**config.mk**
```make
export PLATFORM = sky130hd
export DESIGN_NAME = svc_bridge_regbank
export DESIGN_NICKNAME = d
export VERILOG_FILES = /design/src/rtl/svc_regbank_pkg.sv /design/src/rtl/svc_port_arb.sv /design/src/rtl/svc_reg_file.sv /design/src/rtl/svc_bridge_regbank.sv
export SDC_FILE = /design/constraint.sdc
export NUM_CORES = 1
export LEC_CHECK = 0
export ABC_AREA = 1
export BUFFER_PORTS_ARGS = -buffer_cell sky130_fd_sc_hd__buf_4
export CAP_MARGIN = 15
export CORE_MARGIN = 3
export CORE_UTILIZATION = 40
export CTS_BUF_LIST = sky130_fd_sc_hd__clkbuf_16
export CTS_CLUSTER_SIZE = 30
export DETAILED_ROUTE_END_ITERATION = 6
export PLACE_DENSITY_LB_ADDON = 0.05
export SKIP_LAST_GASP = 1
export SYNTH_ARGS = -nofsm -noshare
export SYNTH_HDL_FRONTEND = slang
export SYNTH_SLANG_ARGS = --single-unit
```
**constraint.sdc**
```tcl
create_clock -name clk_i -period 3.1 [get_ports clk_i]
set_input_delay 0.62 -clock clk_i [delete_from_list [all_inputs] [get_ports clk_i]]
set_output_delay 0.62 -clock clk_i [all_outputs]
set_load 0.01 [all_outputs]
```
**src/rtl/svc_regbank_pkg.sv**
```systemverilog
package svc_regbank_pkg;
  localparam int unsigned DW = 64;

  localparam logic [7:0] IX_FLT      = 8'h00;
  localparam logic [7:0] IX_FLT_AND  = 8'h01;
  localparam logic [7:0] IX_FLT_OR   = 8'h02;
  localparam logic [7:0] IX_ACT0     = 8'h06;
  localparam logic [7:0] IX_ACT1     = 8'h07;
  localparam logic [7:0] IX_WBASE    = 8'h0A;
  localparam logic [7:0] IX_SBASE    = 8'h0B;
  localparam logic [7:0] IX_CTL      = 8'h0E;
  localparam logic [7:0] IX_EMASK    = 8'h0F;
  localparam logic [7:0] IX_CTL_SET  = 8'h12;
  localparam logic [7:0] IX_CTL_CLR  = 8'h13;
  localparam logic [7:0] IX_DMA_UP   = 8'h14;

  localparam logic [7:0] MM_IX_BIAS  = IX_WBASE;

  localparam logic [DW-1:0] WBASE_ADDR_MASK = 64'h0003_FFFF_FFF0_0000;
  localparam logic [DW-1:0] WBASE_KEEP_MASK = WBASE_ADDR_MASK | 64'h1;
  localparam logic [DW-1:0] SBASE_KEEP_MASK = 64'h0003_FFFF_0000_0000;

  typedef enum logic {PORT_SC = 1'b0, PORT_MM = 1'b1} port_e;
endpackage

```
**src/rtl/svc_port_arb.sv**
```systemverilog
module svc_port_arb
  import svc_regbank_pkg::*;
#(
  parameter int unsigned ADDR_W = 16,
  localparam int unsigned IDX_W = ADDR_W - 3
) (
  input  logic              sc_valid_i,
  input  logic              sc_we_i,
  input  logic [ADDR_W-1:0] sc_addr_i,
  input  logic [DW-1:0]     sc_wdata_i,
  input  logic              mm_valid_i,
  input  logic              mm_we_i,
  input  logic [ADDR_W-1:0] mm_addr_i,
  input  logic [DW-1:0]     mm_wdata_i,
  output logic              sc_ready_o,
  output logic              mm_ready_o,
  output logic              gnt_v_o,
  output port_e             gnt_port_o,
  output logic              gnt_we_o,
  output logic              gnt_align_o,
  output logic [IDX_W-1:0]  gnt_idx_o,
  output logic [DW-1:0]     gnt_wdata_o
);
  logic [IDX_W-1:0] sc_idx, mm_idx;

  assign sc_idx = sc_addr_i[ADDR_W-1:3];
  assign mm_idx = mm_addr_i[ADDR_W-1:3] + IDX_W'(MM_IX_BIAS);

  assign sc_ready_o = 1'b1;
  assign mm_ready_o = ~sc_valid_i;

  always_comb begin
    gnt_v_o = sc_valid_i | mm_valid_i;
    if (sc_valid_i) begin
      gnt_port_o  = PORT_SC;
      gnt_we_o    = sc_we_i;
      gnt_align_o = (sc_addr_i[2:0] == 3'b000);
      gnt_idx_o   = sc_idx;
      gnt_wdata_o = sc_wdata_i;
    end else begin
      gnt_port_o  = PORT_MM;
      gnt_we_o    = mm_we_i;
      gnt_align_o = (mm_addr_i[2:0] == 3'b000);
      gnt_idx_o   = mm_idx;
      gnt_wdata_o = mm_wdata_i;
    end
  end
endmodule

```
**src/rtl/svc_reg_file.sv**
```systemverilog
module svc_reg_file
  import svc_regbank_pkg::*;
#(
  parameter int unsigned IDX_W = 13,
  parameter logic [DW-1:0] BAR_RST = 64'h0000_0003_FFF0_0001
) (
  input  logic             clk_i,
  input  logic             rst_ni,
  input  logic             req_v_i,
  input  port_e            req_port_i,
  input  logic             req_we_i,
  input  logic             req_align_i,
  input  logic [IDX_W-1:0] req_idx_i,
  input  logic [DW-1:0]    req_wdata_i,
  output logic [DW-1:0]    rdata_o,
  output logic             err_o,
  output logic [DW-1:0]    win_base_o,
  output logic             win_en_o
);
  logic [DW-1:0] flt_q, act0_q, act1_q, wbase_q, sbase_q, ctl_q, emask_q, dma_q;
  logic rd_ok, wr_ok, do_wr;
  logic [DW-1:0] rd_val;

  function automatic logic at(input logic [IDX_W-1:0] idx, input logic [7:0] off);
    return idx == IDX_W'(off);
  endfunction

  always_comb begin
    rd_ok  = 1'b1;
    rd_val = '1;
    unique case (1'b1)
      at(req_idx_i, IX_FLT):    rd_val = flt_q;
      at(req_idx_i, IX_ACT0):   rd_val = act0_q;
      at(req_idx_i, IX_ACT1):   rd_val = act1_q;
      at(req_idx_i, IX_WBASE):  rd_val = wbase_q;
      at(req_idx_i, IX_SBASE):  rd_val = sbase_q;
      at(req_idx_i, IX_CTL):    rd_val = ctl_q;
      at(req_idx_i, IX_EMASK):  rd_val = emask_q;
      at(req_idx_i, IX_DMA_UP): rd_val = dma_q;
      default:                  rd_ok  = 1'b0;
    endcase
  end

  always_comb begin
    wr_ok = rd_ok | at(req_idx_i, IX_FLT_AND) | at(req_idx_i, IX_FLT_OR)
                  | at(req_idx_i, IX_CTL_SET) | at(req_idx_i, IX_CTL_CLR);
    // window base is owned by the scan port only
    if (at(req_idx_i, IX_WBASE) && req_port_i == PORT_MM) wr_ok = 1'b0;
  end

  assign err_o   = ~req_align_i | (req_we_i ? ~wr_ok : ~rd_ok);
  assign rdata_o = err_o ? '1 : (req_we_i ? '0 : rd_val);
  assign do_wr   = req_v_i & req_we_i & ~err_o;

  always_ff @(posedge clk_i or negedge rst_ni) begin
    if (!rst_ni) begin
      flt_q   <= '0;
      act0_q  <= '0;
      act1_q  <= '0;
      wbase_q <= BAR_RST & WBASE_KEEP_MASK;
      sbase_q <= '0;
      ctl_q   <= '0;
      emask_q <= '0;
      dma_q   <= '0;
    end else if (do_wr) begin
      if (at(req_idx_i, IX_FLT))     flt_q   <= req_wdata_i;
      if (at(req_idx_i, IX_FLT_AND)) flt_q   <= flt_q & req_wdata_i;
      if (at(req_idx_i, IX_FLT_OR))  flt_q   <= flt_q | req_wdata_i;
      if (at(req_idx_i, IX_ACT0))    act0_q  <= req_wdata_i;
      if (at(req_idx_i, IX_ACT1))    act1_q  <= req_wdata_i;
      if (at(req_idx_i, IX_WBASE))   wbase_q <= req_wdata_i & WBASE_KEEP_MASK;
      if (at(req_idx_i, IX_SBASE))   sbase_q <= req_wdata_i & SBASE_KEEP_MASK;
      if (at(req_idx_i, IX_CTL))     ctl_q   <= req_wdata_i;
      if (at(req_idx_i, IX_CTL_SET)) ctl_q   <= ctl_q | req_wdata_i;
      if (at(req_idx_i, IX_CTL_CLR)) ctl_q   <= ctl_q & ~req_wdata_i;
      if (at(req_idx_i, IX_EMASK))   emask_q <= req_wdata_i;
      if (at(req_idx_i, IX_DMA_UP))  dma_q   <= req_wdata_i;
    end
  end

  assign win_base_o = wbase_q & WBASE_ADDR_MASK;
  assign win_en_o   = wbase_q[0];
endmodule

```
**src/rtl/svc_bridge_regbank.sv**
```systemverilog
module svc_bridge_regbank
  import svc_regbank_pkg::*;
#(
  parameter int unsigned ADDR_W = 16,
  parameter logic [63:0] BAR_RST = 64'h0000_0003_FFF0_0001
) (
  input  logic              clk_i,
  input  logic              rst_ni,
  input  logic              sc_valid_i,
  output logic              sc_ready_o,
  input  logic              sc_we_i,
  input  logic [ADDR_W-1:0] sc_addr_i,
  input  logic [63:0]       sc_wdata_i,
  output logic              sc_rsp_valid_o,
  output logic [63:0]       sc_rsp_rdata_o,
  output logic              sc_rsp_err_o,
  input  logic              mm_valid_i,
  output logic              mm_ready_o,
  input  logic              mm_we_i,
  input  logic [ADDR_W-1:0] mm_addr_i,
  input  logic [63:0]       mm_wdata_i,
  output logic              mm_rsp_valid_o,
  output logic [63:0]       mm_rsp_rdata_o,
  output logic              mm_rsp_err_o,
  output logic [63:0]       win_base_o,
  output logic              win_en_o
);
  localparam int unsigned IDX_W = ADDR_W - 3;
  localparam int unsigned NPORT = 2;

  logic             gnt_v, gnt_we, gnt_align, f_err;
  port_e            gnt_port;
  logic [IDX_W-1:0] gnt_idx;
  logic [DW-1:0]    gnt_wdata, f_rdata;

  logic [NPORT-1:0] rsp_v_q, rsp_e_q;
  logic [DW-1:0]    rsp_d_q [NPORT];

  svc_port_arb #(.ADDR_W(ADDR_W)) u_arb (
    .sc_valid_i (sc_valid_i), .sc_we_i (sc_we_i), .sc_addr_i (sc_addr_i), .sc_wdata_i (sc_wdata_i),
    .mm_valid_i (mm_valid_i), .mm_we_i (mm_we_i), .mm_addr_i (mm_addr_i), .mm_wdata_i (mm_wdata_i),
    .sc_ready_o (sc_ready_o), .mm_ready_o (mm_ready_o),
    .gnt_v_o (gnt_v), .gnt_port_o (gnt_port), .gnt_we_o (gnt_we),
    .gnt_align_o (gnt_align), .gnt_idx_o (gnt_idx), .gnt_wdata_o (gnt_wdata)
  );

  svc_reg_file #(.IDX_W(IDX_W), .BAR_RST(BAR_RST)) u_regs (
    .clk_i (clk_i), .rst_ni (rst_ni),
    .req_v_i (gnt_v), .req_port_i (gnt_port), .req_we_i (gnt_we),
    .req_align_i (gnt_align), .req_idx_i (gnt_idx), .req_wdata_i (gnt_wdata),
    .rdata_o (f_rdata), .err_o (f_err),
    .win_base_o (win_base_o), .win_en_o (win_en_o)
  );

  for (genvar p = 0; p < NPORT; p++) begin : g_rsp
    always_ff @(posedge clk_i or negedge rst_ni) begin
      if (!rst_ni) begin
        rsp_v_q[p] <= 1'b0;
        rsp_e_q[p] <= 1'b0;
        rsp_d_q[p] <= '0;
      end else begin
        rsp_v_q[p] <= gnt_v && (int'(gnt_port) == p);
        if (gnt_v && (int'(gnt_port) == p)) begin
          rsp_e_q[p] <= f_err;
          rsp_d_q[p] <= f_rdata;
        end
      end
    end
  end

  assign sc_rsp_valid_o = rsp_v_q[0];
  assign sc_rsp_err_o   = rsp_e_q[0];
  assign sc_rsp_rdata_o = rsp_d_q[0];
  assign mm_rsp_valid_o = rsp_v_q[1];
  assign mm_rsp_err_o   = rsp_e_q[1];
  assign mm_rsp_rdata_o = rsp_d_q[1];
endmodule

```
==> results.ini <==
[timing]
worst_hold_slack_ns=0.4763
tightestPinTransition_ns=1.053
skew_ns=0.02024
max_freq_ghz=0.3466
drv_slew=0
max_slew_margin_pct=28.88
setup_viol=0
final_hold_viol_count=0
rsz0062_at_grt=no
post-route-period-util_pct=93.06
period_needed_ns=2.885

[flow_run]
maxCapViolCount=0

[worst_setup_path]
cp.depth=9
cp_cell_sequence=buf_4 > buf_12 > o41ai_1 > nand2_1 > inv_2 > nand2_2 > nor2_4 > buf_12 > a21oi_1
crit_path_start_kind=input port
r2r-start=u_regs.wbase_q[0]
crit_start=sc_valid_i
criticalPathCategory=in -> reg
crit_top_cell=buf_12
critical_path_arrival_ns=3.35
reg2reg_to=sc_rsp_rdata_o[0]
path_buf_inv=4
r2r_cells=6
critPathSlowestCell=o41ai_1
cp-end-kind=flip-flop
cp.required_ns=3.56
worst_path_largest_cell_delay_ns=1.01
rrSetupSlack_ns=1.81
cp_top_family=compound AO/OA/AOI/OAI gates
cp_max_fo=88

[global_routing]
grt_use_total_pct=27.61
grt_pass1_vias=27760
overflow=0
antenna_found_initial=1
grt_max_degree=89
grt_pass1_wl_mm=168.9

[power]
powerDensity_mw_per_mm2=434.0
power.leakage_nw=18.31
vdd_drop_max_mv=0.3390

[synthesis]
synth_seq_cells=565
yosysMostFrequentCell=nand2_1
yosys.area_share.simple_pct=37.55
yosysTopAreaCell=dfrtp_1
ys_seq_area_share_pct=48.05
synthAdderAreaFrac_pct=0.04246
synth_area_mm2=0.02947
synthMuxAreaShare_pct=0
synthXorXnorAreaFrac_pct=0
synthFlopType=dfrtp_1
async_reset_ff_share_pct=100.0
avgSynthCellArea_um2=7.458
ys_top_cells_by_area=dfrtp_1 (47%), nand2_1 (21%), nand4_1 (9.3%), o21ai_0 (3.4%), nor2_1 (3.3%)
synth_common_cells=nand2_1 (1615), dfrtp_1 (550), nand4_1 (439)
yosysWarningCount=0
synth_compound_area_share_pct=7.282
synthCells=3951
synth_top_family_by_area=simple AND/OR/NAND/NOR gates
synth_edf_count=0
synth_top_area_share_pct=46.71
synth.distinct_cells=38

[cts]
clock_sinks=565
htreeDepth=3
cts_made_buffers=68
cts_resized=0
clock_latency_ns=0.60
cts-root-buf=clkbuf_16
clock_path_buffers=3
cts_tree=done
path_clk_slew_ns=0.05

[detailed_routing]
avgViaCountPerCell=5.494
ant_nets=0
num_vias=29020
drc=0
wirelength_mm=109.1
routedWlPerCell_um=20.66
drt_first_pass_iters=6
drtIter0Drc=2725

[placement]
place_congestion=0.8448
dp_hpwl_mm=70.20
port_buffers=329
place_area_mm2=0.03468

[cells_and_area]
stdcell_area_mm2=0.03664
drive_gt1_share_pct=18.10
antennaDiodeCount=0
syn_to_final_growth_pct=24.36
final_nets=4449

[floorplanning]
start_util_pct=40.80
dieArea_mm2=0.07696
die_w_um=277.4
placeableCoreArea_mm2=0.07222
die_h_um=277.4
ioPinCount=365
rows=98

[run_status]
status=finished, final reports clean

[worst_hold_path]
holdPathStages=2
hp-start=u_regs.sbase_q[33]
min_to=u_regs.sbase_q[33]
hold_class=reg -> reg

==> final cells by class <==
cell class              count  area [µm²]
fillers                  7083       35580
well taps                 950        1189
multi-input cells        2965       13530
clock inverters            51       231.5
flip-flops and latches    565       14160
clock buffers              69        1727
repair buffers            570        5390
inverters                 112       420.4
==> report_power, final <==
group	switching (mW)	leakage, nW	internal, mW
Combinational	0.868	10.1	0.416
Sequential	0.00538	7.17	7.39
Clock	3.20	1.04	4.03
Total	4.07	18.3	11.8
==> layer usage <==
| metal | up-vias | track usage, % | share of wire, % |
|---|---|---|---|
| li1 | 13700 | - | - |
| met3 | 124 | 4.334 | 6.9 |
| met5 | - | 0 | 0 |
| met1 | 14170 | 39.83 | 45 |
| met2 | 1026 | 43.99 | 46 |
| met4 | 0 | 5.752 | 1.6 |
==> through the flow <==
stage | utilization, % | instances | setup slack [ns] | TNS [ns] | total power, mW
after floorplan | - | 3984 | 0.4127 | 0 | 8.113
after global placement | 48.01 | 5161 | -0.3108 | -118.20 | 8.806
after detailed placement | 48.01 | 5161 | -0.2957 | -101.18 | 8.803
after CTS | 50.74 | 5282 | 0.3175 | 0 | 16.05
after global routing | 50.74 | 5282 | 0.1601 | 0 | 16.49
final | 50.74 | 5282 | 0.2151 | 0 | 15.90
==> worst max path at each step <==
stage                          to
6_report       mm_rsp_rdata_o[27]
2_1_floorplan  u_regs.emask_q[56]
4_1_cts        mm_rsp_rdata_o[27]
5_1_grt        mm_rsp_rdata_o[37]
3_5_place_dp   mm_rsp_rdata_o[27]
3_3_place_gp   mm_rsp_rdata_o[27]
==> state kept, by name, summed over array words and instances, names as in the netlist <==
signal          cells
mm_rsp_err_o        1
mm_rsp_rdata_o     64
mm_rsp_valid_o      1
sc_rsp_err_o        1
sc_rsp_rdata_o     64
sc_rsp_valid_o      1
u_regs.act0_q      64
u_regs.act1_q      64
u_regs.ctl_q       64
u_regs.dma_q       64
u_regs.emask_q     64
u_regs.flt_q       64
u_regs.sbase_q     18
u_regs.wbase_q     31
==> kinds of logic after synthesis <==
kind of cell / after synthesis
flip-flops: 565
buffers and inverters: 454
AND/OR/NAND/NOR: 2525
AO/OA/AOI/OAI: 404
other: 2
adder cells (fa/ha/maj): 1
==> worst min-delay path, delay by kind of cell, from the launching register on <==
| family | cells | cell delay (ns) |
|---|---|---|
| flops | 1 | 0.34 |
| simple gates | 2 | 0.10 |
==> cells in the final DEF, fill, tap and decap left out, types with 3 or more instances in the layout <==
| master | count |
|---|---|
| o22ai_1 | 64 |
| nor2_4 | 15 |
| clkbuf_16 | 69 |
| inv_6 | 4 |
| dfstp_2 | 15 |
| dfrtp_1 | 550 |
| nor2_1 | 254 |
| nand2_2 | 5 |
| buf_4 | 480 |
| nor2_2 | 5 |
| a21oi_1 | 125 |
| inv_1 | 125 |
| a21oi_4 | 3 |
| o21ai_0 | 198 |
| nand2_1 | 1614 |
| nand3_1 | 111 |
| clkinv_1 | 15 |
| inv_2 | 6 |
| clkinv_2 | 12 |
| o211ai_1 | 6 |
| buf_12 | 88 |
| conb_1 | 35 |
| or2_2 | 65 |
| nand4_1 | 439 |
| nand4_4 | 6 |
==> timing repair <==
action                    in CTS  in global routing
buffers inserted               0                  0
hold endpoints to repair      36                  0
hold buffers                   1                  0
Power figures use the tool's default switching activity.
